--- src/rtl/mdio_master_pkg.sv ---
package mdio_master_pkg;

    typedef enum logic [2:0] {
        ST_IDLE,
        ST_PREAMBLE,
        ST_COMMAND,
        ST_CAPTURE,
        ST_RELEASE,
        ST_FINISH,
        ST_REJECT
    } mdio_state_t;

    localparam int RD_CMD_BITS  = 16;
    localparam int WR_CMD_BITS  = 32;
    localparam int RD_WIN_BITS  = 19;
    localparam int WR_TAIL_BITS = 2;
    localparam int FRAME_W      = 32;

    // Frame left-aligned in 32 bits; a read uses only the upper 16.
    function automatic logic [FRAME_W-1:0] build_frame(
        input logic        is_write,
        input logic [4:0]  phy,
        input logic [4:0]  regn,
        input logic [15:0] wdata
    );
        if (is_write)
            return {2'b01, 2'b01, phy, regn, 2'b10, wdata};
        else
            return {2'b11, 2'b01, 2'b10, phy, regn, 16'h0000};
    endfunction

endpackage

--- src/rtl/mdio_clk_gen.sv ---
module mdio_clk_gen #(
    parameter int HALF_CYC = 50
) (
    input  logic clk,
    input  logic rst_n,
    input  logic run,
    output logic mdc,
    output logic rise_stb,
    output logic bit_end_stb
);
    logic phase_q;
    logic half_end;

    generate
        if (HALF_CYC > 1) begin : g_count
            localparam int CW = $clog2(HALF_CYC);
            logic [CW-1:0] cnt_q;
            always_ff @(posedge clk or negedge rst_n) begin
                if (!rst_n)
                    cnt_q <= '0;
                else if (!run || half_end)
                    cnt_q <= '0;
                else
                    cnt_q <= cnt_q + 1'b1;
            end
            assign half_end = run && (cnt_q == CW'(HALF_CYC - 1));
        end else begin : g_direct
            assign half_end = run;
        end
    endgenerate

    always_ff @(posedge clk or negedge rst_n) begin
        if (!rst_n)
            phase_q <= 1'b0;
        else if (!run)
            phase_q <= 1'b0;
        else if (half_end)
            phase_q <= ~phase_q;
    end

    assign mdc         = phase_q;
    assign rise_stb    = half_end && !phase_q;
    assign bit_end_stb = half_end && phase_q;

endmodule

--- src/rtl/mdio_tx_shift.sv ---
module mdio_tx_shift #(
    parameter int W = 32
) (
    input  logic         clk,
    input  logic         rst_n,
    input  logic         load,
    input  logic [W-1:0] load_val,
    input  logic         shift,
    output logic         msb
);
    logic [W-1:0] sr_q;

    always_ff @(posedge clk or negedge rst_n) begin
        if (!rst_n)
            sr_q <= '0;
        else if (load)
            sr_q <= load_val;
        else if (shift)
            sr_q <= {sr_q[W-2:0], 1'b0};
    end

    assign msb = sr_q[W-1];

endmodule

--- src/rtl/mdio_rx_capture.sv ---
module mdio_rx_capture #(
    parameter int WIN = 19
) (
    input  logic           clk,
    input  logic           rst_n,
    input  logic           clear,
    input  logic           sample,
    input  logic           din,
    output logic [WIN-1:0] cap
);
    always_ff @(posedge clk or negedge rst_n) begin
        if (!rst_n)
            cap <= '0;
        else if (clear)
            cap <= '0;
        else if (sample)
            cap <= {cap[WIN-2:0], din};
    end
endmodule

--- src/rtl/mdio_master.sv ---
module mdio_master
    import mdio_master_pkg::*;
#(
    parameter int HALF_CYC = 50,
    parameter int PRE_BITS = 32,
    parameter int REG_IN_W = 6
) (
    input  logic                clk,
    input  logic                rst_n,
    input  logic                req_valid,
    input  logic                req_write,
    input  logic [4:0]          req_phy,
    input  logic [REG_IN_W-1:0] req_reg,
    input  logic [15:0]         req_wdata,
    output logic                busy,
    output logic                done,
    output logic [15:0]         rd_data,
    output logic                mdc,
    output logic                mdio_o,
    output logic                mdio_oe,
    input  logic                mdio_i
);
    localparam int MAXB  = (PRE_BITS > FRAME_W) ? PRE_BITS : FRAME_W;
    localparam int CNT_W = $clog2(MAXB);

    mdio_state_t state_q, state_d;
    logic [CNT_W-1:0] bit_cnt_q;
    logic op_wr_q;
    logic run, rise_stb, bit_end_stb, tx_msb;
    logic accept, addr_bad;
    logic [RD_WIN_BITS-1:0] cap;
    logic [15:0] cap_aligned;
    logic unused_edge_bits;

    assign addr_bad = (req_reg > REG_IN_W'(31));
    assign accept   = (state_q == ST_IDLE) && req_valid;
    assign run      = (state_q == ST_PREAMBLE) || (state_q == ST_COMMAND) ||
                      (state_q == ST_CAPTURE)  || (state_q == ST_RELEASE);

    function automatic logic at_last(input logic [CNT_W-1:0] c, input int n);
        return c == CNT_W'(n - 1);
    endfunction

    mdio_clk_gen #(.HALF_CYC(HALF_CYC)) u_clk (
        .clk(clk), .rst_n(rst_n), .run(run),
        .mdc(mdc), .rise_stb(rise_stb), .bit_end_stb(bit_end_stb)
    );

    mdio_tx_shift #(.W(FRAME_W)) u_tx (
        .clk(clk), .rst_n(rst_n),
        .load(accept && !addr_bad),
        .load_val(build_frame(req_write, req_phy, req_reg[4:0], req_wdata)),
        .shift(bit_end_stb && (state_q == ST_COMMAND)),
        .msb(tx_msb)
    );

    mdio_rx_capture #(.WIN(RD_WIN_BITS)) u_rx (
        .clk(clk), .rst_n(rst_n),
        .clear(accept),
        .sample(rise_stb && (state_q == ST_CAPTURE)),
        .din(mdio_i),
        .cap(cap)
    );

    assign cap_aligned      = cap[16:1];
    assign unused_edge_bits = ^{cap[RD_WIN_BITS-1:17], cap[0]};

    // Next-state logic
    always_comb begin
        state_d = state_q;
        unique case (state_q)
            ST_IDLE:
                if (req_valid) state_d = addr_bad ? ST_REJECT : ST_PREAMBLE;
            ST_PREAMBLE:
                if (bit_end_stb && at_last(bit_cnt_q, PRE_BITS)) state_d = ST_COMMAND;
            ST_COMMAND:
                if (bit_end_stb && at_last(bit_cnt_q, op_wr_q ? WR_CMD_BITS : RD_CMD_BITS))
                    state_d = op_wr_q ? ST_RELEASE : ST_CAPTURE;
            ST_CAPTURE:
                if (bit_end_stb && at_last(bit_cnt_q, RD_WIN_BITS)) state_d = ST_FINISH;
            ST_RELEASE:
                if (bit_end_stb && at_last(bit_cnt_q, WR_TAIL_BITS)) state_d = ST_FINISH;
            ST_FINISH, ST_REJECT:
                state_d = ST_IDLE;
            default:
                state_d = ST_IDLE;
        endcase
    end

    // State register and per-state counters
    always_ff @(posedge clk or negedge rst_n) begin
        if (!rst_n) begin
            state_q   <= ST_IDLE;
            bit_cnt_q <= '0;
            op_wr_q   <= 1'b0;
            rd_data   <= 16'h0000;
        end else begin
            state_q <= state_d;
            if (state_d != state_q)
                bit_cnt_q <= '0;
            else if (bit_end_stb)
                bit_cnt_q <= bit_cnt_q + 1'b1;
            if (accept)
                op_wr_q <= req_write;
            if (accept && addr_bad && !req_write)
                rd_data <= 16'hFFFF;
            else if ((state_q == ST_CAPTURE) && (state_d == ST_FINISH))
                rd_data <= cap_aligned;
        end
    end

    // Outputs
    always_comb begin
        busy    = (state_q != ST_IDLE);
        done    = (state_q == ST_FINISH) || (state_q == ST_REJECT);
        mdio_oe = (state_q == ST_PREAMBLE) || (state_q == ST_COMMAND);
        mdio_o  = (state_q == ST_PREAMBLE) ? 1'b1 :
                  (state_q == ST_COMMAND)  ? tx_msb : 1'b0;
    end

endmodule

--- config.mk ---
export PLATFORM = sky130hd
export DESIGN_NAME = mdio_master
export DESIGN_NICKNAME = d
export VERILOG_FILES = /design/src/rtl/mdio_master_pkg.sv /design/src/rtl/mdio_clk_gen.sv /design/src/rtl/mdio_tx_shift.sv /design/src/rtl/mdio_rx_capture.sv /design/src/rtl/mdio_master.sv
export SDC_FILE = /design/constraint.sdc
export NUM_CORES = 1
export LEC_CHECK = 0
export BUFFER_PORTS_ARGS = -buffer_cell sky130_fd_sc_hd__buf_2
export CAP_MARGIN = 25
export CELL_PAD_IN_SITES_DETAIL_PLACEMENT = 1
export CELL_PAD_IN_SITES_GLOBAL_PLACEMENT = 1
export CORE_ASPECT_RATIO = 1.2
export CORE_UTILIZATION = 46
export DETAILED_ROUTE_END_ITERATION = 8
export PLACE_DENSITY_LB_ADDON = 0.08
export SLEW_MARGIN = 5
export SYNTH_ARGS = -nofsm -noshare
export SYNTH_HDL_FRONTEND = slang
export SYNTH_HIERARCHICAL = 1
export SYNTH_SLANG_ARGS = --single-unit
--- constraint.sdc ---
create_clock -name clk -period 2.78 [get_ports clk]
set_input_delay 0.278 -clock clk [delete_from_list [all_inputs] [get_ports clk]]
set_output_delay 0.278 -clock clk [all_outputs]
set_load 0.05 [all_outputs]
==> flow_summary.json, run 1 <==
{
  "status": "completed",
  "cts_made_buffers": 9,
  "final_cells": 565,
  "boundaryPins": 53,
  "rr_worst_depth": 9,
  "place_ws_ns": 0.368,
  "clk-insertion-delay-late_ns": 0.35,
  "routed_wl_mm": 8.77,
  "postRouteAntennaNets": 0,
  "post_dp_cell_area_um2": 4480,
  "portBuffers": 52,
  "worstPathCellList": "or3_1 > and2_1 > and3_1 > buf_4 > nor3b_2 > nand3_1 > buf_4 > mux2i_1 > nand2_1",
  "yosysWarnings": 6,
  "postSynthAreaPerCell_um2": 10.7,
  "crit-reg2reg-capture": "rd_data[10]",
  "firstDrtPassIters": 4,
  "whs_ns": 0.181,
  "end_kind": "register",
  "coreArea_um2": 8700,
  "finalSetupTns_ns": 0,
  "critPathKind": "register to register",
  "crit_top_cell": "buf_4",
  "r2r_slack_ns": 0.39,
  "r2r-start": "state_q[2]",
  "max_slew_margin_pct": 39.3,
  "arrival_ns": 2.60,
  "p_leak_nw": 2.08,
  "dieArea_um2": 9520,
  "place_hpwl_mm": 6.04,
  "cts_hold_buf": 0,
  "grt_pass1_vias": 3110,
  "post-route-drc-count": 0,
  "h-tree-depth": 3,
  "slowest_delay_ns": 0.43,
  "hold_viol": 0,
  "cts.path.max_buffers": 2,
  "vias_per_cell": 5.25,
  "tightest_slew_ns": 0.910,
  "grt_pass1_wl_mm": 14.7,
  "vias": 2965,
  "fp.dieH_um": 107,
  "cp-endpoint": "rd_data[10]",
  "fin_nets": 482,
  "finalSetupViolCount": 0,
  "period_share_pct": 86.1,
  "fmax_ghz": 0.418,
  "netlist_area_um2": 4200,
  "skew_ns": 0.00680,
  "gr-usage-all-layers_pct": 20.2,
  "root_buffer": "clkbuf_8",
  "finalWorstSetupSlack_ns": 0.387,
  "rsz0062_at_grt": "false",
  "clk_pin_slew_ns": 0.08,
  "power.density_nw_per_um2": 755,
  "gp_congestion": 0.803,
  "antenna_cells": 0,
  "synthCells": 393,
  "area_growth_pct": 12.7,
  "post_cts_buffers": 0,
  "final_area_um2": 4740,
  "cts_resized": 0,
  "finalMaxSlewViolations": 0,
  "wire_per_inst_um": 15.5,
  "rows": 37,
  "cp-start-kind": "register",
  "dpl.cell_count": 548,
  "post-route-util_pct": 54.4,
  "ir_worst_vdd_uv": 364,
  "cp_data_required_time_ns": 2.99,
  "fin_crit_ns": 2.39,
  "cts_tree": "yes",
  "cp_slowest_cell": "dfrtp_1",
  "cap_viol_max_count": 0,
  "cts_sinks": 81,
  "die_x_um": 89.3,
  "hold_class": "input port to register",
  "grt_max_degree": 82,
  "drt-initial-drc-count": 58,
  "setup.worst_path.start": "state_q[2]",
  "grt_antenna_before_repair": 0,
  "start_util_pct": 48.3,
  "fillers": 1026,
  "grt_overflow": 0,
  "power.total_mw": 3.58,
  "cp_max_fo": 17,
  "drive_gt1_share_pct": 22.5
}
[placed cells by master (no fill, tap or decap), drive strengths merged, types with 3 or more instances in the layout]
master / instances
a21oi: 3
and2: 18
and3: 5
buf: 63
clkbuf: 10
conb: 3
dfrtp: 81
ha: 6
inv: 7
mux2: 10
mux2i: 65
nand2: 59
nand3: 8
nor2: 26
nor2b: 5
nor3: 5
nor4b: 3
o21ai: 36
xnor2: 3
xor2: 4
[layout make-up]
type	count	area, µm²	share of cell area [%]
Multi-Input combinational cell	281	1950	41.1
Sequential cell	81	2030	42.8
Inverter	7	26.3	0.555
Clock buffer	10	138	2.90
Timing Repair Buffer	64	375	7.92
Clock inverter	5	80.1	1.69
Tap cell	117	146	3.09
[state kept, by name, summed over array words and instances, names as in the netlist]
name	flops
u_tx/sr_q	32
u_rx/cap	17
rd_data	16
u_clk/g_count.cnt_q	6
bit_cnt_q	5
state_q	3
op_wr_q	1
u_clk/mdc	1
[worst min-delay path by stage]
stage	slack (ns)	cells after the start	to	startpoint
5_1_grt	0.21	3	u_rx/cap[0]	mdio_i
3_5_place_dp	0.49	2	rd_data[14]	rd_data[14]
4_1_cts	0.13	1	rd_data[2]	rst_n
2_1_floorplan	-0.02	0	bit_cnt_q[0]	rst_n
3_3_place_gp	0.48	2	rd_data[3]	rd_data[3]
6_report	0.18	3	u_rx/cap[0]	mdio_i
[report_power, final]
part / internal [mW] / switching, mW
Sequential: 1.46 / 0.199
Clock: 0.524 / 0.422
Combinational: 0.380 / 0.592
Total: 2.36 / 1.21
[worst max-delay path, delay by kind of cell, from the launching register on]
| kind | cells | cell delay [ns] |
|---|---|---|
| buffers and inverters | 2 | 0.47 |
| DFF | 1 | 0.43 |
| muxes | 1 | 0.24 |
| and+or+nand+nor | 6 | 1.10 |
[layer usage]
metal | global-route usage, % | routed length (µm) | vias to the layer above
met5 | 0 | 0 | -
met2 | 33.7 | 4460 | 59
met1 | 24.8 | 3880 | 1460
met4 | 8.28 | 142 | 0
li1 | - | - | 1433
met3 | 4.70 | 286 | 13
Power figures use the tool's default switching activity.
==> run 2, diff against run 1 <==
BUFFER_PORTS_ARGS = default   (was -buffer_cell sky130_fd_sc_hd__buf_2)
CORE_UTILIZATION = 50   (was 46)
DONT_BUFFER_PORTS = 1   (was default)
==> flow_summary.json, run 2 (synthesized netlist as in run 1, its figures left out) <==
{
  "status": "completed",
  "h-tree-depth": 3,
  "vias": 2750,
  "wl_met1_mm": 3.55,
  "place_hpwl_mm": 5.55,
  "grt_overflow": 0,
  "gr-usage-all-layers_pct": 20.6,
  "cts_made_buffers": 9,
  "clk-insertion-delay-late_ns": 0.35,
  "pwr-share-seq_pct": 47.8,
  "top_layer": "met4",
  "whs_path_depth": 1,
  "grt_max_degree": 82,
  "hp-start": "req_write",
  "finalSetupTns_ns": 0,
  "whs_endpoint": "op_wr_q",
  "gp_congestion": 0.717,
  "antenna_cells": 0,
  "arrival_ns": 2.62,
  "coreArea_um2": 8150,
  "p_leak_nw": 1.91,
  "hold_class": "input port to register",
  "critPathKind": "register to register",
  "postRouteAntennaNets": 0,
  "pwr-share-clk_pct": 25.5,
  "grt_pass1_vias": 2935,
  "rows": 36,
  "period_share_pct": 86.8,
  "r2r-start": "u_clk/g_count.cnt_q[2]",
  "routed_wl_mm": 8.10,
  "cp_data_required_time_ns": 2.99,
  "rr_worst_depth": 6,
  "swShare_pct": 34.6,
  "fin_crit_ns": 2.41,
  "final_cell_mix": "81 x dfrtp_1, 65 x mux2i_1, 59 x nand2_1, 29 x o21ai_1, 26 x nor2_1",
  "clk_pin_slew_ns": 0.09,
  "layout_commonest_cell": "dfrtp_1",
  "grt_pass1_wl_mm": 14.2,
  "largest_reg_flops": 32,
  "grt_antenna_before_repair": 0,
  "boundaryPins": 53,
  "drt-initial-drc-count": 43,
  "drive_gt1_share_pct": 13.3,
  "wl_met3_um": 303,
  "final_area_um2": 4490,
  "max_slew_margin_pct": 37.7,
  "firstDrtPassIters": 3,
  "cts.path.max_buffers": 2,
  "fmax_ghz": 0.415,
  "reg.largest.list": "u_tx/sr_q (32), u_rx/cap (17), rd_data (16)",
  "tightest_slew_ns": 0.934,
  "rsz0062_at_grt": "false",
  "vias_per_cell": 5.35,
  "die_x_um": 85.7,
  "start_util_pct": 51.6,
  "regMostFlops": "u_tx/sr_q",
  "portBuffers": 0,
  "pwr-share-comb_pct": 26.8,
  "fin_nets": 433,
  "met2WireLength_mm": 4.17,
  "cap_viol_max_count": 0,
  "ir_worst_vdd_uv": 455,
  "end_kind": "register",
  "post_dp_cell_area_um2": 4250,
  "hold_viol": 0,
  "cp-start-kind": "register",
  "dieArea_um2": 8780,
  "root_buffer": "clkbuf_8",
  "internal_power_mw": 2.27,
  "cts_sinks": 81,
  "wire_per_inst_um": 15.8,
  "finalSetupViolCount": 0,
  "p_sw_mw": 1.20,
  "crit-reg2reg-capture": "u_tx/sr_q[31]",
  "cts_tree": "yes",
  "post-route-drc-count": 0,
  "skew_ns": 0.0132,
  "area_growth_pct": 6.94,
  "power.density_nw_per_um2": 773,
  "finalMaxSlewViolations": 0,
  "cp_max_fo": 32,
  "fp.dieH_um": 102,
  "r2r_slack_ns": 0.37
}
-- run 2: worst max path at each step --
stage	endpoint	slack, ns	from
2_1_floorplan	u_tx/sr_q[1]	0.23	state_q[0]
3_3_place_gp	u_tx/sr_q[10]	0.46	u_clk/g_count.cnt_q[2]
3_5_place_dp	u_tx/sr_q[31]	0.34	u_clk/g_count.cnt_q[2]
4_1_cts	u_tx/sr_q[31]	0.34	u_clk/g_count.cnt_q[2]
5_1_grt	u_tx/sr_q[31]	0.14	u_clk/g_count.cnt_q[1]
6_report	u_tx/sr_q[31]	0.37	u_clk/g_count.cnt_q[2]
-- run 2: per-layer routing --
layer / track usage [%] / vias to the layer above
li1: - / 1339
met1: 25.8 / 1356
met2: 36.2 / 48
met3: 3.96 / 7
met4: 6.54 / 0
met5: 0 / -
-- run 2: through the flow --
step                      cells  util (%)  hold slack (ns)  power, mW  setup slack (ns)
after floorplan             394         -          -0.0176       2.35             0.229
after global placement      496      52.1          -0.0157       2.55             0.465
after detailed placement    496      52.1          -0.0158       2.60             0.342
after CTS                   514      55.1           0.0687       3.53             0.338
after global routing        514      55.1           0.0670       3.73             0.139
final                       514      55.1           0.0876       3.47             0.368
-- run 2: layout make-up --
type                       instances  area [µm²]
fill                             886        3660
clock inverter                     7        81.3
inverter                           7        26.3
clock buffer                       9         124
sequential                        81        2030
tap                              114         143
multi-input combinational        281        1950
timing repair buffer              15         148
-- run 2: timing repair --
action,4_1_cts,5_1_grt
setup buffers,0,0
gates resized for setup,0,0
hold buffers,2,0
endpoints found under the hold margin,81,0
-- run 2: power groups by stage --
stage / logic [mW] / registers, mW / clock network [mW]
6_report: 0.929 / 1.66 / 0.885
5_1_grt: 1.06 / 1.70 / 0.964
4_1_cts: 0.946 / 1.66 / 0.916
3_5_place_dp: 0.913 / 1.69 / 0
3_3_place_gp: 0.880 / 1.67 / 0
2_1_floorplan: 0.726 / 1.63 / 0
-- run 2: critical path, stage by stage (launching register included) --
cell       delay [ns]
dfrtp_1          0.44
nand4bb_4        0.29
nor2_1           0.16
and3_1           0.19
and3_2           0.81
mux2i_1          0.25
o21ai_0          0.11
